$ cat src/rtl/stq_pkg.sv
package stq_pkg;
   // What a storage slot does at the next clock edge
   typedef enum logic [1:0] {
      SLOT_HOLD  = 2'd0,
      SLOT_LOAD  = 2'd1,
      SLOT_CLEAR = 2'd2
   } slot_act_e;
endpackage

$ cat src/rtl/stq_slot.sv
module stq_slot
   import stq_pkg::*;
#(
   parameter int DATA_W = 8
) (
   input  logic              clk,
   input  logic              rst_n,
   input  slot_act_e         act,
   input  logic              ld_valid,
   input  logic [DATA_W-1:0] ld_data,
   output logic              valid_q,
   output logic [DATA_W-1:0] data_q
);
   always_ff @(posedge clk or negedge rst_n) begin
      if (!rst_n) begin
         valid_q <= 1'b0;
         data_q  <= '0;
      end else begin
         unique case (act)
            SLOT_LOAD: begin
               valid_q <= ld_valid;
               data_q  <= ld_data;
            end
            SLOT_CLEAR: valid_q <= 1'b0;
            default:    valid_q <= valid_q;
         endcase
      end
   end
endmodule

$ cat src/rtl/stq_flow_ctrl.sv
module stq_flow_ctrl
   import stq_pkg::*;
#(
   parameter int NUM_SLOTS = 3
) (
   input  logic [NUM_SLOTS-1:0]            valid_q,
   input  logic                            deq,
   input  logic                            flush,
   output logic [NUM_SLOTS-1:0]            sel_oh,
   output logic                            any_valid,
   output logic                            full,
   output slot_act_e [NUM_SLOTS-1:0]       act
);
   localparam int TOP = NUM_SLOTS - 1;

   logic                 take;
   logic                 vac_up;
   logic [NUM_SLOTS-1:0] pop;
   logic [NUM_SLOTS-1:0] mv;
   logic [NUM_SLOTS-1:0] vacant;

   // oldest entry sits at the highest occupied index
   always_comb begin
      sel_oh = '0;
      for (int i = 0; i < NUM_SLOTS; i++) begin
         if (valid_q[i]) begin
            sel_oh    = '0;
            sel_oh[i] = 1'b1;
         end
      end
      any_valid = |valid_q;
      take      = deq & any_valid;
   end

   // vacancy ripples from the output end back to the entry slot
   always_comb begin
      pop    = '0;
      mv     = '0;
      vacant = '0;
      vac_up = 1'b0;
      for (int i = TOP; i >= 0; i--) begin
         pop[i]    = take & sel_oh[i];
         mv[i]     = (i < TOP) ? (valid_q[i] & vac_up & ~pop[i]) : 1'b0;
         vacant[i] = ~valid_q[i] | pop[i] | mv[i];
         vac_up    = vacant[i];
      end
      full = ~vacant[0];
   end

   always_comb begin
      for (int i = 0; i < NUM_SLOTS; i++) begin
         if (flush)                    act[i] = SLOT_CLEAR;
         else if (i == 0)              act[i] = vacant[0] ? SLOT_LOAD : SLOT_HOLD;
         else if (mv[i-1])             act[i] = SLOT_LOAD;
         else if (pop[i] | mv[i])      act[i] = SLOT_CLEAR;
         else                          act[i] = SLOT_HOLD;
      end
   end
endmodule

$ cat src/rtl/stq_oldest_mux.sv
module stq_oldest_mux #(
   parameter int DATA_W    = 8,
   parameter int NUM_SLOTS = 3
) (
   input  logic [NUM_SLOTS-1:0][DATA_W-1:0] slot_data,
   input  logic [NUM_SLOTS-1:0]             sel_oh,
   output logic [DATA_W-1:0]                dout
);
   always_comb begin
      dout = '0;
      for (int i = 0; i < NUM_SLOTS; i++)
         dout = dout | (slot_data[i] & {DATA_W{sel_oh[i]}});
   end
endmodule

$ cat src/rtl/shift_token_queue.sv
module shift_token_queue
   import stq_pkg::*;
#(
   parameter int DATA_W    = 8,
   parameter int NUM_SLOTS = 3
) (
   input  logic              clk,
   input  logic              rst_n,
   input  logic              flush,
   input  logic              in_valid,
   input  logic [DATA_W-1:0] in_data,
   output logic              full,
   input  logic              deq,
   output logic              out_valid,
   output logic [DATA_W-1:0] out_data
);
   if (DATA_W < 1) begin : g_bad_width
      $error("shift_token_queue: DATA_W must be at least 1");
   end
   if (NUM_SLOTS < 2) begin : g_bad_depth
      $error("shift_token_queue: NUM_SLOTS must be at least 2");
   end

   logic [NUM_SLOTS-1:0]             valid_q;
   logic [NUM_SLOTS-1:0][DATA_W-1:0] data_q;
   logic [NUM_SLOTS-1:0]             sel_oh;
   slot_act_e [NUM_SLOTS-1:0]        act;

   stq_flow_ctrl #(.NUM_SLOTS(NUM_SLOTS)) u_ctrl (
      .valid_q   (valid_q),
      .deq       (deq),
      .flush     (flush),
      .sel_oh    (sel_oh),
      .any_valid (out_valid),
      .full      (full),
      .act       (act)
   );

   for (genvar g = 0; g < NUM_SLOTS; g++) begin : g_slot
      if (g == 0) begin : g_entry
         stq_slot #(.DATA_W(DATA_W)) u_slot (
            .clk      (clk),
            .rst_n    (rst_n),
            .act      (act[g]),
            .ld_valid (in_valid),
            .ld_data  (in_data),
            .valid_q  (valid_q[g]),
            .data_q   (data_q[g])
         );
      end else begin : g_chain
         stq_slot #(.DATA_W(DATA_W)) u_slot (
            .clk      (clk),
            .rst_n    (rst_n),
            .act      (act[g]),
            .ld_valid (1'b1),
            .ld_data  (data_q[g-1]),
            .valid_q  (valid_q[g]),
            .data_q   (data_q[g])
         );
      end
   end

   stq_oldest_mux #(.DATA_W(DATA_W), .NUM_SLOTS(NUM_SLOTS)) u_mux (
      .slot_data (slot_data_w),
      .sel_oh    (sel_oh),
      .dout      (out_data)
   );

   logic [NUM_SLOTS-1:0][DATA_W-1:0] slot_data_w;
   assign slot_data_w = data_q;

   assert_full_three_R4: assert property (@(posedge clk) disable iff (!rst_n)
      full |-> (&valid_q));

   assert_no_overwrite_when_full_R6: assert property (@(posedge clk) disable iff (!rst_n)
      (full && !flush) |=> ((&valid_q) && $stable(data_q)));

   assert_head_held_R2: assert property (@(posedge clk) disable iff (!rst_n)
      (out_valid && !deq && !flush) |=> (out_valid && $stable(out_data)));

   assert_empty_to_shown_R3: assert property (@(posedge clk) disable iff (!rst_n)
      (!out_valid && in_valid && !flush) |=> (out_valid && out_data == $past(in_data)));

   assert_flush_empties_R8: assert property (@(posedge clk) disable iff (!rst_n)
      flush |=> !out_valid);
endmodule

$ cat config.mk
export PLATFORM = sky130hd
export DESIGN_NAME = shift_token_queue
export DESIGN_NICKNAME = d
export VERILOG_FILES = /design/src/rtl/stq_pkg.sv /design/src/rtl/stq_slot.sv /design/src/rtl/stq_flow_ctrl.sv /design/src/rtl/stq_oldest_mux.sv /design/src/rtl/shift_token_queue.sv
export SDC_FILE = /design/constraint.sdc
export NUM_CORES = 1
export LEC_CHECK = 0
export ABC_AREA = 0
export CAP_MARGIN = 5
export CORE_MARGIN = 10
export CORE_UTILIZATION = 47
export DETAILED_ROUTE_END_ITERATION = 7
export PLACE_DENSITY = 0.72
export SETUP_SLACK_MARGIN = 0.1
export SKIP_CTS_REPAIR_TIMING = 1
export SYNTH_ARGS = -nofsm -noshare
export SYNTH_HDL_FRONTEND = slang
export SYNTH_HIERARCHICAL = 1
export SYNTH_SLANG_ARGS = --single-unit
export TNS_END_PERCENT = 10
$ cat constraint.sdc
create_clock -name clk -period 1.6 [get_ports clk]
set_input_delay 0.48 -clock clk [delete_from_list [all_inputs] [get_ports clk]]
set_output_delay 0.48 -clock clk [all_outputs]
set_load 0.02 [all_outputs]
==> results.md <==
- The leading cell type in the layout, fill and taps excluded is sky130_fd_sc_hd__buf_4.
- The post-route standard cell area excluding fillers is roughly 2100 um^2.
- The tool flagged a number of max-cap violations equal to 0.
- Routability-driven placement finished with a final weighted congestion of 0.7482.
- The library cell occupying the most area in the post-synthesis netlist is sky130_fd_sc_hd__dfrtp_1.
- In this run the number of H-tree levels came out at 1.
- For this block, the via count after detailed routing is between 1000 and 1500.
- The floorplan step set the die width to 75.98 um.
- Dividing the final minimum period by the clock period gives 1.307.
- In this run, synthesis produced a sequential element count of 27.
- After detailed routing, the wire length on met1 is 1496 um.
- TritonCTS built the clock tree.
- The area growth from synthesis to layout is 45.03%.
- The routed wire length is 3312 um.
- The worst reg-to-reg setup slack is -0.36 ns.
- The critical path ends at out_data[7].
- The setup violation total in the final timing report is 36.
- In this design, the largest share of critical-path delay is due to buffers and inverters.
- The area fraction in and, or, nand and nor cells after synthesis is 0.07052.
- The die covers 5772 um^2.
- The via-per-instance ratio is 4.888.
- The final hold violation count is 0.
- The launching instance or port of the critical path is g_slot[0].g_entry.u_slot/valid_q.
- The clock transition at the register clock pins on the worst setup and hold paths after CTS is 0.15 ns.
- Timing analysis after detailed placement gives a worst setup slack of -0.8691 ns.
- During synthesis, Yosys emitted a total of 6 warnings.
- The initial antenna violation count came to 0.
- The type of the tightest min-delay check is in2async.
- The average wire per cell in the routed design is roughly 15 um.
- Wire segments on met2 add up to 1658 um in the final route.
- The proportion of synthesized area in mux cells is 0.2447.
- The TritonCTS sink count is 27.
- Leaving out filler cells and counting taps, the final layout contains ~210.
- The top cell types in the final layout, fill and taps aside, are sky130_fd_sc_hd__buf_4 (32), sky130_fd_sc_hd__dfrtp_1 (26), sky130_fd_sc_hd__mux2_4 (24).
- Counting buffers and inverters, the worst setup path is 6 cells deep.
- During placement, the flow inserted port buffers numbering 22.
- The run finished, with violations left.
- The number of buffers and inverters on the critical path is 4.
- The depth of the worst register-to-register path is 6.
- The type of the worst setup path is reg2out.
- The largest family of logic cells by synthesized area is multiplexers.
- The delay contributed by the slowest stage of the critical path is 0.42 ns.
- The routed wire length on met3 is 61 um.
- The worst voltage drop across the vdd grid is approximately 0.55 mV.
- The number of DRC violations after detailed routing is 0.
- The number of nets with antenna violations after detailed routing is 0.
- The share of cells above drive strength 1 is 0.5353.
- Of the total synthesized cell area, the portion taken by XOR and XNOR cells is 0.
- TritonCTS created 3 clock buffers.
- The fraction of post-synthesis cell area in the top cell type by area is 0.4588.
- The number of global-route vias before repair was 1142.
- In this run the worst path has a maximum fanout of 4.
- Setup repair after global routing could not meet its margin everywhere.
- The aggregate global-route resource usage is 0.1146.
- The post-layout net count is between 150 and 200.
- The slowest stage of the critical path belongs to the cell sky130_fd_sc_hd__dfrtp_1.
- Summing internal, switching and leakage power gives 2.817 mW.
- Between clock sinks in the finished design, the worst skew comes to about 0.01 ns.
- The analysis attributes to cell leakage a power of 1.072 nW.
- On the final layout, the worst hold slack is 0.4822 ns.
- The library cell used as clock root buffer is sky130_fd_sc_hd__clkbuf_4.
- The sequential fraction of the synthesis area is 0.4588.
- The checks that failed: negative setup slack.
- The max-slew violation total from the final report was 0.
- The kind of end point of the critical path is a primary output.
- Detailed placement ended at an HPWL of 2332 um.
- The number of DRC markers after the initial detailed-route iteration is 43.
- STA classifies the critical path startpoint as a register.
- The die outline height is 75.98 um.
- The effective utilization at floorplan is 0.4864.
- The post-synthesis cell type count is 23.
- Once routing completed, OpenROAD measured the worst setup slack at -0.4910 ns.
- In this run the core area contains 20 standard-cell rows.
- The clock passes through at most 2 buffers.
- After synthesis the cells add up to 1473 um^2.
- For this run the aggregate overflow at the end of global routing stands at 0.
- The area of the placeable core is 3028 um^2.
- The number of diodes added for antenna fixing is 0.
- Walking the worst path, the cells encountered are inv_2, nor3_4, buf_4, a222oi_1, inv_1, dlymetal6s2s_1.
- Data arrives at the worst endpoint at 1.61 ns.
- The standard cell area after detailed placement is just over 2000 um^2.
- At the worst endpoint, the required time is 1.12 ns.
- The capture instance of the worst register-to-register path is g_slot[1].g_chain.u_slot/data_q[1].
- Timing would allow up to 478.2 MHz.
- The source-to-sink clock delay at the later pin of the worst-skew pair is 0.33 ns.
- The cell count after synthesis came out at 112.
- Power spread over the standard cell area amounts to 1319 nW/um^2.
- The share of the synthesized area in compound gates (AO/OA/AOI/OAI) is 0.08921.
- The pin count of the biggest net entering global routing is 28.
- Pin placement for this block handled 23 I/O pins.
- The detailed-router iteration count before antenna repair is 4.
- The global-route wire length before repair is about 5600 um.
- The number of placed instances with taps included is 207.
- The average instance area after synthesis is 13.15 um^2.
- The minimum clock period after layout is 2.091 ns.
- The highest layer touched by signal routing is met4.
- The adder and majority cell fraction of the synthesized area is 0.05098.
- In this run the critical register-to-register path is launched from g_slot[2].g_chain.u_slot/valid_q.
- By area the synthesized netlist is led by sky130_fd_sc_hd__dfrtp_1 (46%), sky130_fd_sc_hd__mux2_4 (24%), sky130_fd_sc_hd__a222oi_1 (5.4%).
==> kinds of logic after synthesis <==
group / count (synthesis)
flip-flops: 27
AND/OR/NAND/NOR: 16
other: 1
adder cells (fa/ha/maj): 6
multiplexers: 24
buffers and inverters: 23
AO/OA/AOI/OAI: 15
==> sequential cells by signal, summed over array words and instances, names as in the netlist <==
name,cells
g_slot.g_entry.u_slot/data_q,8
g_slot.g_entry.u_slot/valid_q,1
g_slot.g_chain.u_slot/data_q,16
g_slot.g_chain.u_slot/valid_q,2
==> worst min-delay path by stage <==
stage,startpoint,to,slack [ns],cells past startpoint
floorplan,rst_n,g_slot[0].g_entry.u_slot/data_q[0],0.18,0
global placement,g_slot[2].g_chain.u_slot/data_q[5],g_slot[2].g_chain.u_slot/data_q[5],0.50,1
detailed placement,g_slot[2].g_chain.u_slot/data_q[3],g_slot[2].g_chain.u_slot/data_q[3],0.50,1
CTS,rst_n,g_slot[1].g_chain.u_slot/data_q[6],0.49,2
global route,rst_n,g_slot[1].g_chain.u_slot/data_q[4],0.49,2
finish,rst_n,g_slot[1].g_chain.u_slot/data_q[4],0.48,2
==> where the power goes <==
| part | internal [mW] | switching [mW] | total (mW) | leakage [nW] |
|---|---|---|---|---|
| logic | 0.874 | 0.563 | 1.44 | 0.723 |
| registers | 0.921 | 0.159 | 1.08 | 0.331 |
| clock network | 0.0940 | 0.207 | 0.301 | 0.0177 |
==> worst register-to-register path: stages (launching register included) <==
cell,delay [ns]
sky130_fd_sc_hd__dfrtp_2,0.49
sky130_fd_sc_hd__buf_8,0.16
sky130_fd_sc_hd__nor2b_4,0.16
sky130_fd_sc_hd__a2111oi_4,0.35
sky130_fd_sc_hd__ha_2,0.26
sky130_fd_sc_hd__buf_12,0.14
sky130_fd_sc_hd__mux2_4,0.31
==> layout make-up <==
cell class / count / area (um^2)
Tap cell: 44 / 55.05
Sequential cell: 27 / 676.9
Clock buffer: 3 / 22.52
Clock inverter: 1 / 5.005
Timing Repair Buffer: 61 / 550.5
Fill cell: 212 / 892.1
Inverter: 15 / 56.30
Multi-Input combinational cell: 63 / 769.5
==> cell usage after synthesis <==
library cell	number
sky130_fd_sc_hd__dfrtp_1	27
sky130_fd_sc_hd__mux2_4	24
sky130_fd_sc_hd__inv_1	15
sky130_fd_sc_hd__a222oi_1	8
sky130_fd_sc_hd__ha_1	6
sky130_fd_sc_hd__nand2_1	4
sky130_fd_sc_hd__nand2b_1	4
sky130_fd_sc_hd__buf_4	3
sky130_fd_sc_hd__buf_6	3
sky130_fd_sc_hd__o21ai_0	3
sky130_fd_sc_hd__clkbuf_2	2
sky130_fd_sc_hd__o21bai_1	2
sky130_fd_sc_hd__a2111oi_2	1
sky130_fd_sc_hd__a31oi_1	1
sky130_fd_sc_hd__and2b_2	1
sky130_fd_sc_hd__and3_2	1
sky130_fd_sc_hd__conb_1	1
sky130_fd_sc_hd__nor2b_1	1
sky130_fd_sc_hd__nor2b_4	1
sky130_fd_sc_hd__nor3_1	1
sky130_fd_sc_hd__nor3b_1	1
sky130_fd_sc_hd__nor4b_1	1
sky130_fd_sc_hd__or3_1	1
==> routing by layer <==
metal / vias up / track usage
li1: 503 / -
met1: 507 / 0.1368
met3: 8 / 0.01533
met5: - / 0
met2: 28 / 0.1947
met4: 0 / 0.05871
==> metrics by stage <==
step | util | TNS [ns]
2_1_floorplan | - | -2.735
3_3_place_gp | 0.6653 | -24.49
3_5_place_dp | 0.6653 | -25.08
4_1_cts | 0.6744 | -19.27
5_1_grt | 0.7054 | -14.13
6_report | 0.7054 | -11.27
Power figures use the tool's default switching activity.
